===== src/rtl/agu_pkg.sv =====
package agu_pkg;

  typedef enum logic [1:0] {
    PTR_X   = 2'd0,
    PTR_Y   = 2'd1,
    PTR_Z   = 2'd2,
    PTR_BAD = 2'd3
  } ptr_sel_e;

  typedef enum logic [2:0] {
    MODE_PLAIN   = 3'd0,
    MODE_POSTINC = 3'd1,
    MODE_PREDEC  = 3'd2,
    MODE_DISP    = 3'd3,
    MODE_DIRECT  = 3'd4,
    MODE_CONST   = 3'd5,
    MODE_RSV6    = 3'd6,
    MODE_RSV7    = 3'd7
  } agu_mode_e;

  typedef enum logic [1:0] {
    RGN_REGS = 2'd0,
    RGN_IO   = 2'd1,
    RGN_SRAM = 2'd2,
    RGN_NONE = 2'd3
  } region_e;

endpackage


===== src/rtl/agu_ptr_arith.sv =====
module agu_ptr_arith
  import agu_pkg::*;
#(
  parameter int ADDR_W = 16,
  parameter int DISP_W = 6
) (
  input  logic [1:0]        ptr_sel,
  input  logic [2:0]        mode,
  input  logic [DISP_W-1:0] disp,
  input  logic [ADDR_W-1:0] direct,
  input  logic [ADDR_W-1:0] ptr_value,
  output logic              use_data,
  output logic [ADDR_W-1:0] ea,
  output logic              wr_en,
  output logic [ADDR_W-1:0] wr_data,
  output logic              pm_en,
  output logic              bad
);

  localparam int PAD_W = ADDR_W - DISP_W;

  logic [ADDR_W-1:0] ptr_inc;
  logic [ADDR_W-1:0] ptr_dec;
  logic [ADDR_W-1:0] ptr_off;
  logic              ptr_ok;
  logic              ptr_yz;

  assign ptr_inc = ptr_value + {{(ADDR_W-1){1'b0}}, 1'b1};
  assign ptr_dec = ptr_value - {{(ADDR_W-1){1'b0}}, 1'b1};
  assign ptr_off = ptr_value + {{PAD_W{1'b0}}, disp};
  assign ptr_ok  = (ptr_sel != PTR_BAD);
  assign ptr_yz  = (ptr_sel == PTR_Y) || (ptr_sel == PTR_Z);

  always_comb begin
    use_data = 1'b0;
    ea       = '0;
    wr_en    = 1'b0;
    wr_data  = '0;
    pm_en    = 1'b0;
    bad      = 1'b0;
    unique case (agu_mode_e'(mode))
      MODE_PLAIN: begin
        bad      = !ptr_ok;
        use_data = ptr_ok;
        ea       = ptr_value;
      end
      MODE_POSTINC: begin
        bad      = !ptr_ok;
        use_data = ptr_ok;
        ea       = ptr_value;
        wr_en    = ptr_ok;
        wr_data  = ptr_inc;
      end
      MODE_PREDEC: begin
        bad      = !ptr_ok;
        use_data = ptr_ok;
        ea       = ptr_dec;
        wr_en    = ptr_ok;
        wr_data  = ptr_dec;
      end
      MODE_DISP: begin
        bad      = !ptr_yz;
        use_data = ptr_yz;
        ea       = ptr_off;
      end
      MODE_DIRECT: begin
        use_data = 1'b1;
        ea       = direct;
      end
      MODE_CONST: begin
        bad   = (ptr_sel != PTR_Z);
        pm_en = (ptr_sel == PTR_Z);
      end
      default: bad = 1'b1;
    endcase
    if (bad) begin
      use_data = 1'b0;
      ea       = '0;
      wr_en    = 1'b0;
      wr_data  = '0;
      pm_en    = 1'b0;
    end
  end

endmodule


===== src/rtl/agu_region_decode.sv =====
module agu_region_decode
  import agu_pkg::*;
#(
  parameter int          ADDR_W   = 16,
  parameter logic [15:0] REGS_TOP = 16'h001F,
  parameter logic [15:0] IO_TOP   = 16'h005F,
  parameter logic [15:0] SRAM_TOP = 16'h00DF
) (
  input  logic [ADDR_W-1:0] addr,
  output logic [1:0]        rgn,
  output logic              in_range
);

  localparam int NUM_RGN = 3;
  localparam logic [ADDR_W-1:0] TOPS [NUM_RGN] = '{
    ADDR_W'(REGS_TOP), ADDR_W'(IO_TOP), ADDR_W'(SRAM_TOP)
  };

  logic [NUM_RGN-1:0] below;

  genvar g;
  generate
    for (g = 0; g < NUM_RGN; g++) begin : g_cmp
      assign below[g] = (addr <= TOPS[g]);
    end
  endgenerate

  always_comb begin
    rgn      = RGN_NONE;
    in_range = 1'b0;
    for (int i = NUM_RGN - 1; i >= 0; i--) begin
      if (below[i]) begin
        rgn      = 2'(i);
        in_range = 1'b1;
      end
    end
  end

endmodule


===== src/rtl/agu_out_reg.sv =====
module agu_out_reg
  import agu_pkg::*;
#(
  parameter int ADDR_W = 16,
  parameter int PM_W   = 15
) (
  input  logic              clk,
  input  logic              rst,
  input  logic              v_in,
  input  logic [ADDR_W-1:0] ea_in,
  input  logic [1:0]        rgn_in,
  input  logic              de_in,
  input  logic              oor_in,
  input  logic              bad_in,
  input  logic              we_in,
  input  logic [1:0]        ws_in,
  input  logic [ADDR_W-1:0] wd_in,
  input  logic              pm_in,
  input  logic [PM_W-1:0]   pw_in,
  input  logic              ph_in,
  output logic              v_q,
  output logic [ADDR_W-1:0] ea_q,
  output logic [1:0]        rgn_q,
  output logic              de_q,
  output logic              oor_q,
  output logic              bad_q,
  output logic              we_q,
  output logic [1:0]        ws_q,
  output logic [ADDR_W-1:0] wd_q,
  output logic              pm_q,
  output logic [PM_W-1:0]   pw_q,
  output logic              ph_q
);

  always_ff @(posedge clk) begin
    if (rst || !v_in) begin
      v_q   <= 1'b0;
      ea_q  <= '0;
      rgn_q <= '0;
      de_q  <= 1'b0;
      oor_q <= 1'b0;
      bad_q <= 1'b0;
      we_q  <= 1'b0;
      ws_q  <= '0;
      wd_q  <= '0;
      pm_q  <= 1'b0;
      pw_q  <= '0;
      ph_q  <= 1'b0;
    end else begin
      v_q   <= 1'b1;
      ea_q  <= ea_in;
      rgn_q <= rgn_in;
      de_q  <= de_in;
      oor_q <= oor_in;
      bad_q <= bad_in;
      we_q  <= we_in;
      ws_q  <= ws_in;
      wd_q  <= wd_in;
      pm_q  <= pm_in;
      pw_q  <= pw_in;
      ph_q  <= ph_in;
    end
  end

  // the valid output repeats the request one cycle later
  a_r2_valid_follows: assert property (@(posedge clk) disable iff (rst)
    v_in |=> v_q);
  a_r2_idle_quiet: assert property (@(posedge clk) disable iff (rst)
    !v_in |=> (!v_q && !de_q && !we_q && !pm_q && !bad_q));
  // no access beyond the SRAM
  a_r10_oor_no_access: assert property (@(posedge clk) disable iff (rst)
    oor_q |-> (!de_q && rgn_q == RGN_NONE));
  // a constant fetch makes neither a data access nor a write-back
  a_r11_pm_exclusive: assert property (@(posedge clk) disable iff (rst)
    pm_q |-> (!de_q && !we_q && !oor_q));
  // illegal requests do nothing
  a_r12_illegal_inert: assert property (@(posedge clk) disable iff (rst)
    bad_q |-> (!de_q && !we_q && !pm_q && ea_q == '0));

endmodule


===== src/rtl/agu_ptr_unit.sv =====
module agu_ptr_unit
  import agu_pkg::*;
#(
  parameter int          ADDR_W   = 16,
  parameter int          DISP_W   = 6,
  parameter logic [15:0] REGS_TOP = 16'h001F,
  parameter logic [15:0] IO_TOP   = 16'h005F,
  parameter logic [15:0] SRAM_TOP = 16'h00DF
) (
  input  logic              clk,
  input  logic              rst,
  input  logic              req_valid,
  input  logic [1:0]        req_ptr,
  input  logic [2:0]        req_mode,
  input  logic [DISP_W-1:0] req_disp,
  input  logic [ADDR_W-1:0] req_direct,
  input  logic [ADDR_W-1:0] ptr_value,
  output logic              out_valid,
  output logic [ADDR_W-1:0] eff_addr,
  output logic [1:0]        region,
  output logic              data_en,
  output logic              out_of_range,
  output logic              illegal,
  output logic              ptr_wr_en,
  output logic [1:0]        ptr_wr_sel,
  output logic [ADDR_W-1:0] ptr_wr_data,
  output logic              pm_en,
  output logic [ADDR_W-2:0] pm_word_addr,
  output logic              pm_byte_hi
);

  localparam int PM_W = ADDR_W - 1;

  logic              use_data;
  logic [ADDR_W-1:0] ea_c;
  logic              we_c;
  logic [ADDR_W-1:0] wd_c;
  logic              pm_c;
  logic              bad_c;
  logic [1:0]        dec_rgn;
  logic              dec_in;
  logic              de_c;
  logic              oor_c;
  logic [1:0]        rgn_c;
  logic [1:0]        ws_c;
  logic [PM_W-1:0]   pw_c;
  logic              ph_c;

  agu_ptr_arith #(
    .ADDR_W (ADDR_W),
    .DISP_W (DISP_W)
  ) u_arith (
    .ptr_sel   (req_ptr),
    .mode      (req_mode),
    .disp      (req_disp),
    .direct    (req_direct),
    .ptr_value (ptr_value),
    .use_data  (use_data),
    .ea        (ea_c),
    .wr_en     (we_c),
    .wr_data   (wd_c),
    .pm_en     (pm_c),
    .bad       (bad_c)
  );

  agu_region_decode #(
    .ADDR_W   (ADDR_W),
    .REGS_TOP (REGS_TOP),
    .IO_TOP   (IO_TOP),
    .SRAM_TOP (SRAM_TOP)
  ) u_decode (
    .addr     (ea_c),
    .rgn      (dec_rgn),
    .in_range (dec_in)
  );

  assign de_c  = use_data && dec_in;
  assign oor_c = use_data && !dec_in;
  assign rgn_c = de_c ? dec_rgn : RGN_NONE;
  assign ws_c  = we_c ? req_ptr : 2'd0;
  assign pw_c  = pm_c ? ptr_value[ADDR_W-1:1] : '0;
  assign ph_c  = pm_c && ptr_value[0];

  agu_out_reg #(
    .ADDR_W (ADDR_W),
    .PM_W   (PM_W)
  ) u_oreg (
    .clk    (clk),
    .rst    (rst),
    .v_in   (req_valid),
    .ea_in  (ea_c),
    .rgn_in (rgn_c),
    .de_in  (de_c),
    .oor_in (oor_c),
    .bad_in (bad_c),
    .we_in  (we_c),
    .ws_in  (ws_c),
    .wd_in  (wd_c),
    .pm_in  (pm_c),
    .pw_in  (pw_c),
    .ph_in  (ph_c),
    .v_q    (out_valid),
    .ea_q   (eff_addr),
    .rgn_q  (region),
    .de_q   (data_en),
    .oor_q  (out_of_range),
    .bad_q  (illegal),
    .we_q   (ptr_wr_en),
    .ws_q   (ptr_wr_sel),
    .wd_q   (ptr_wr_data),
    .pm_q   (pm_en),
    .pw_q   (pm_word_addr),
    .ph_q   (pm_byte_hi)
  );

  // post-increment writes back the sampled pointer plus one
  a_r5_postinc_wb: assert property (@(posedge clk) disable iff (rst)
    (req_valid && req_mode == MODE_POSTINC && req_ptr != PTR_BAD) |=>
      (ptr_wr_en && ptr_wr_data == $past(ptr_value) + 1'b1 &&
       eff_addr == $past(ptr_value)));
  // displacement never modifies the pointer
  a_r7_disp_no_wb: assert property (@(posedge clk) disable iff (rst)
    (req_valid && req_mode == MODE_DISP) |=> !ptr_wr_en);
  // direct mode takes the full address from the request
  a_r8_direct_addr: assert property (@(posedge clk) disable iff (rst)
    (req_valid && req_mode == MODE_DIRECT) |=>
      (eff_addr == $past(req_direct) && !ptr_wr_en && !illegal));
  // a performed access always names a real region
  a_r9_region_named: assert property (@(posedge clk) disable iff (rst)
    data_en |-> (region != RGN_NONE && eff_addr <= SRAM_TOP));

endmodule


===== config.mk =====
export PLATFORM = sky130hd
export DESIGN_NAME = agu_ptr_unit
export DESIGN_NICKNAME = d
export VERILOG_FILES = /design/src/rtl/agu_pkg.sv /design/src/rtl/agu_ptr_arith.sv /design/src/rtl/agu_region_decode.sv /design/src/rtl/agu_out_reg.sv /design/src/rtl/agu_ptr_unit.sv
export SDC_FILE = /design/constraint.sdc
export NUM_CORES = 1
export LEC_CHECK = 0
export BUFFER_PORTS_ARGS = -buffer_cell sky130_fd_sc_hd__buf_2
export CORE_ASPECT_RATIO = 0.75
export CORE_MARGIN = 5
export CORE_UTILIZATION = 47
export DETAILED_ROUTE_END_ITERATION = 8
export PLACE_DENSITY = 0.77
export SLEW_MARGIN = 5
export SYNTH_ARGS = -nofsm -noshare
export SYNTH_HDL_FRONTEND = slang
export SYNTH_SLANG_ARGS = --single-unit

===== constraint.sdc =====
create_clock -name clk -period 2.6 [get_ports clk]
set_clock_uncertainty 0.05 [all_clocks]
set_input_delay 0.26 -clock clk [delete_from_list [all_inputs] [get_ports clk]]
set_output_delay 0.26 -clock clk [all_outputs]
set_load 0.01 [all_outputs]

# Word-level counts from Yosys, hierarchy flattened
# Cells that the tools add are included.
dict set report totals {
  latch_bits 0
  ff_bits 58
  in_bits 46
  mem_bits_ro 0
  n_memories 0
  elab_cells 63
  ramBits 0
  out_inout_bits 58
}
dict set report classes {
  n_mux 18
  bitwise 2
  reduce_logical 16
  shift 0
  multipliers 0
  magnitude_cmp 3
  div_mod_pow 0
  n_eq_ne 9
  add_sub_neg 3
}
# op count
set ops {}
lappend ops {{16-bit case mux with 4 select lines} 1}
lappend ops {{16-bit case mux with 2 select lines} 1}
lappend ops {{16-bit by 1-bit adder with 16-bit output (second input constant)} 1}
lappend ops {{16-bit by 6-bit adder with 16-bit output} 1}
lappend ops {{16-bit by 5-bit less-or-equal comparator with 1-bit output (second input constant)} 1}
lappend ops {{16-bit by 7-bit less-or-equal comparator with 1-bit output (second input constant)} 1}
lappend ops {{16-bit by 8-bit less-or-equal comparator with 1-bit output (second input constant)} 1}
lappend ops {{16-bit two-way mux} 1}
lappend ops {{16-bit by 1-bit subtractor with 16-bit output (second input constant)} 1}
lappend ops {{1-bit two-way mux} 10}
lappend ops {{2-bit OR reduction} 5}
lappend ops {{3-bit by 2-bit equality test with 1-bit output (second input constant)} 2}
lappend ops {{3-bit equality test (second input constant)} 2}
lappend ops {{2-bit two-way mux} 3}
lappend ops {{1-bit zero test} 4}
lappend ops {{2-bit inequality test (second input constant)} 2}
lappend ops {{1-bit case mux with 4 select lines} 1}
lappend ops {{3-bit by 1-bit equality test with 1-bit output (second input constant)} 1}
lappend ops {{1-bit logical AND} 3}
lappend ops {{3-bit zero test} 1}
lappend ops {{1-bit case mux with 3 select lines} 1}
lappend ops {{3-bit OR reduction} 1}
lappend ops {{2-bit by 1-bit equality test with 1-bit output (second input constant)} 1}
lappend ops {{2-bit equality test (second input constant)} 1}
lappend ops {{other kinds (2)} 4}

# Depth between registers and ports, before layout
dict set report depth {
  ltp_word 11
  mapped_depth 11
  mapped_depth_nobuf 11
}

# Hierarchy
# Synthesis repeated with hierarchy kept, for this count alone.
dict set report hier_totals {
  cells_unflattened 469
  area_unflattened_um2 3970.1
}
# module instances cells_per_inst area_per_inst_um2 seq_area_each_um2
set by_module_without_submodules {}
lappend by_module_without_submodules {agu_ptr_arith 1 308 1956.9 0.0}
lappend by_module_without_submodules {agu_out_reg 1 128 1770.4 1161.1}
lappend by_module_without_submodules {agu_ptr_unit 1 23 166.4 0.0}
lappend by_module_without_submodules {agu_region_decode 1 10 76.3 0.0}

# Least setup slack after synthesis
# OpenSTA, ideal clock, no wires.
dict set report synth_timing {
  kind {input -> register}
  from {input port req_disp[0]}
  to {register u_oreg.de_q}
  path_buffers 0
  slack_ps -173
  path_stages 11
  t_required_ps 2489
  setup_time_ps 61
  t_arrival_ps 2662
  path_cell_list {ha_1 inv_1 fa_1 nand2b_1 a21oi_1 nor2_1 o311a_1 a2111oi_4 nand4_2 nor4_4 and4b_1}
}
dict set report synth_between {
  elab_chain_cells 8
  word_cells_on_any_way 10
  cone_classes {add/sub (1); order compare (3); mux (5); reduce/logical (1)}
}
# item line_no
set synth_lines {}
lappend synth_lines {{from (decl)} agu_ptr_unit.sv:15} ;# input logic [DISP_W-1:0] req_disp,
lappend synth_lines {{16-bit by 6-bit adder with 16-bit output (*)} agu_ptr_arith.sv:30} ;# assign ptr_off = ptr_value + {{PAD_W{1'b0}}, disp};
lappend synth_lines {{16-bit case mux with 4 select lines (*)} agu_ptr_arith.sv:41} ;# unique case (agu_mode_e'(mode))
lappend synth_lines {{16-bit two-way mux (*)} agu_ptr_arith.sv:76} ;# if (bad) begin
lappend synth_lines {{16-bit by 8-bit less-or-equal comparator with 1-bit output} agu_region_decode.sv:24} ;# assign below[g] = (addr <= TOPS[g]);
lappend synth_lines {{1-bit two-way mux (2 in a row)} agu_region_decode.sv:32} ;# if (below[i]) begin
lappend synth_lines {{1-bit two-way mux (*)} agu_region_decode.sv:32}
lappend synth_lines {{1-bit logical AND (*)} agu_ptr_unit.sv:77} ;# assign de_c = use_data && dec_in;
lappend synth_lines {{to (signal assigned)} agu_out_reg.sv:53} ;# de_q <= de_in;
lappend synth_lines {{to (decl)} agu_out_reg.sv:24} ;# output logic de_q,
# Mark *: on every way between the ends. The rest lies on a longest branch, timed or not.
# A chain may end at the register's enable or synchronous reset.

# Final worst setup path
dict set report layout_timing {
  from {input port ptr_value[0]}
  to {register u_oreg.de_q}
}
dict set report layout_between {
  elab_chain_cells 8
  word_cells_on_any_way 11
  cone_classes {add/sub (2); order compare (3); mux (5); reduce/logical (1)}
}
# item line_no
set layout_lines {}
lappend layout_lines {{from (decl)} agu_ptr_unit.sv:17} ;# input logic [ADDR_W-1:0] ptr_value,
lappend layout_lines {{16-bit by 6-bit adder with 16-bit output / 16-bit by 1-bit subtractor with 16-bit output (equally long branches)} {agu_ptr_arith.sv:30, agu_ptr_arith.sv:29}}
lappend layout_lines {{16-bit case mux with 4 select lines (*)} agu_ptr_arith.sv:41}
lappend layout_lines {{16-bit two-way mux (*)} agu_ptr_arith.sv:76}
lappend layout_lines {{16-bit by 8-bit less-or-equal comparator with 1-bit output} agu_region_decode.sv:24}
lappend layout_lines {{1-bit two-way mux (2 in a row)} agu_region_decode.sv:32}
lappend layout_lines {{1-bit two-way mux (*)} agu_region_decode.sv:32}
lappend layout_lines {{1-bit logical AND (*)} agu_ptr_unit.sv:77}
# Marks and branches as above.

==> summary.txt <==
Run status
  – Outcome: finished clean

GRT
  – Largest net degree at the start of global routing: 16
  – Initial antenna violation count: 0
  – First-pass GRT wire length: ~18 mm
  – Vias in the first global route: between 3000 and 4000
  – GRT Total Usage: about a quarter
  – Total gr overflow: 0

Flow run
  – Max-Cap Viols: 0

Clocking
  – TritonCTS buffer count: 9
  – H-tree levels: 3
  – CTS Root Cell: clkbuf_8
  – CTS tree: done
  – Clock buffer depth: 2
  – Clock slew at reported path FFs: ~0.070 ns
  – CTS Sinks: 58

Place
  – Placed Cells: about 640
  – RePlAce Congestion: a little under 1
  – Hpwl dp: roughly 8.7 mm
  – Placed Area: roughly 4300 um2
  – Buffers on Ports: between 100 and 150

Worst hold path
  – Worst min path class: input port to flip-flop

Yosys
  – Post-Syn Area: 3350 um2
  – Synth Warn #: 0
  – Post-synth ARST share: 0%
  – Sequential area share after synthesis: about a third
  – Yosys top cell by area: dfxtp_1
  – Syn nets: 475
  – #FFs+latches synth: 58
  – Top-area cell type share of the netlist area: about a third
  – Primary FF master, synth: dfxtp_1
  – Synth cell types: 60
  – Most area-consuming cells after synthesis: dfxtp_1 35%, nor2_1 7.6%, a21oi_1 4.5%
  – Syn Area/Cell: ~8.0 um2
  – Post-synth EDFFs: 0
  – Synthesized instance count: about 420

Drt
  – Wirelength, routed: 11.1 mm
  – Detail Route Antenna Nets: 0
  – DR pass1 iterations: 6
  – Via density: 5.51
  – DR WL/cell: 16.8 um
  – Remaining DRCs: 0
  – Initial DRC Count: about 400
  – Vias: approximately 3600

Critical path
  – Worst Setup EP: u_oreg.de_q
  – Critical path type: input port to flip-flop
  – Crit path from: ptr_value[0]
  – CP Max Fanout: 4
  – Crit end category: flip-flop
  – Worst EP arrival: roughly 2.7 ns
  – WP data required: roughly 2.8 ns
  – CP startpoint kind: input port

Timing
  – RSZ-0062 raised after global routing: false
  – Maximum clock rate: between 400 and 500 MHz
  – Fin crit share: 93.5%
  – Final worst path period need: about 2.4 ns
  – Worst rel slew slack: 65.3%
  – Setup TNS: 0 ns
  – Max-slew violations: 0
  – Fin. Hold Viols: 0
  – Final setup viols: 0
  – Worst Tran Pin Value: about 0.52 ns

Cells and area
  – # nets final: between 600 and 700
  – Layout cells sized above 1: roughly a third
  – Cell area after layout: around 4500 um2
  – Layout area overhead: 33.3%
  – Commonest cells after routing, fill and taps aside: 103 x buf_2, 67 x nor2_1, 58 x dfxtp_1, 55 x buf_4, 34 x nand2_1
  – Ant. Diodes: 0
  – Layout Cells excl Fill: between 600 and 700
  – Commonest non-fill, non-tap cell in the layout: buf_2

Floorplan
  – Row count: 26
  – Die Height: ~83 um
  – Total die area: ~8900 um2
  – Initial Util: between 40% and 50%
  – Total core area: 6860 um2
  – Chip width: around 110 um
  – Io pins: between 100 and 150

Pwr
  – Worst VDD drop: approximately 0.00032 V
  – Power per cell area: ~470 nW/um2
  – Pleak: ~2.0 nW
[through the flow]
stage / hold slack (ns) / power, mW / setup slack (ns) / utilization [%]
global placement: 0.446 / 1.39 / -0.121 / 62.4
floorplan: 0.332 / 1.20 / 0.0477 / -
detailed placement: 0.454 / 1.39 / -0.234 / 62.4
global route: 0.115 / 2.21 / 0.0159 / 65.0
finish: 0.116 / 2.10 / 0.169 / 65.0
CTS: 0.105 / 2.10 / 0.121 / 64.8
[routing by layer]
metal | wire length [um] | GRT usage (%) | up-vias
met5 | 0 | 0 | -
met4 | 120 | 7.80 | 0
met3 | 1060 | 6.90 | 17
met2 | 4770 | 36.2 | 192
met1 | 5170 | 36.7 | 1667
li1 | - | - | 1766
[cell usage after synthesis, drive strengths merged (2+ instances only)]
| library cell | number |
|---|---|
| a41oi | 2 |
| o221a | 4 |
| a22oi | 16 |
| o31ai | 4 |
| nor3 | 10 |
| nand2b | 4 |
| xnor2 | 13 |
| and2 | 19 |
| a21oi | 30 |
| a211oi | 5 |
| or2 | 4 |
| o2bb2ai | 2 |
| buf | 7 |
| nand4 | 6 |
| ha | 10 |
| nand3b | 2 |
| inv | 9 |
| nand2 | 35 |
| nand3 | 10 |
| or4 | 3 |
| o22ai | 6 |
| clkbuf | 22 |
| o211ai | 3 |
| mux2i | 5 |
| a221oi | 6 |
| o21ai | 9 |
| dfxtp | 58 |
| nor4 | 6 |
| a31oi | 5 |
| and3 | 2 |
| nor2 | 69 |
| xor2 | 11 |
| nor2b | 5 |
[critical path, cell delays in order]
cell and delay, ns:
buf_2 0.09, ha_1 0.16, inv_1 0.06, fa_1 0.38, nand2b_4 0.16, a21oi_2 0.18
nor2_2 0.07, o311a_1 0.32, a2111oi_4 0.25, nand4_2 0.18, nor4_4 0.32, and4b_1 0.22
[logic make-up after synthesis]
group                    Yosys count  share of synthesized area [%]
adder cells (fa/ha/maj)           11                           4.34
buffers and inverters             39                           4.56
flip-flops                        58                           34.7
AO/OA/AOI/OAI                    103                           21.9
AND/OR/NAND/NOR                  178                           26.7
multiplexers                       5                           1.50
XOR/XNOR                          24                           6.28
[where the power goes]
part           internal, mW  switching [mW]
Sequential            0.903         0.00365
Clock                 0.368           0.344
Combinational         0.206           0.275
[final cells by class]
| cell class | count | area (um2) |
|---|---|---|
| fillers | 626 | 2400 |
| multi-input cells | 321 | 2050 |
| flip-flops and latches | 58 | 1160 |
| repair buffers | 158 | 928 |
| clock buffers | 13 | 149 |
| well taps | 98 | 123 |
| inverters | 10 | 37.5 |
| clock inverters | 3 | 15.0 |
[sequential cells by signal (all words and copies together), names as in the netlist]
signal	count
u_oreg.ea_q	16
u_oreg.ws_q	2
u_oreg.pw_q	15
u_oreg.we_q	1
u_oreg.ph_q	1
u_oreg.oor_q	1
u_oreg.v_q	1
u_oreg.rgn_q	2
u_oreg.bad_q	1
u_oreg.pm_q	1
u_oreg.wd_q	16
u_oreg.de_q	1
[how the worst min path moves through the flow]
stage	startpoint	end	slack, ns	cells past startpoint
after floorplan	ptr_value[15]	u_oreg.pw_q[14]	0.33	1
after global placement	req_ptr[0]	u_oreg.ws_q[0]	0.45	2
after detailed placement	req_ptr[1]	u_oreg.ws_q[1]	0.45	2
after CTS	req_ptr[1]	u_oreg.ws_q[1]	0.11	2
after global routing	req_ptr[1]	u_oreg.ws_q[1]	0.12	2
final	req_ptr[1]	u_oreg.ws_q[1]	0.12	2
[timing repair]
action | CTS | global route
setup buffers | 0 | 1
hold buffers | 0 | 0
setup endpoints to repair | 0 | 4
gates resized for setup | 0 | 1
(Power assumes the default switching activity.)
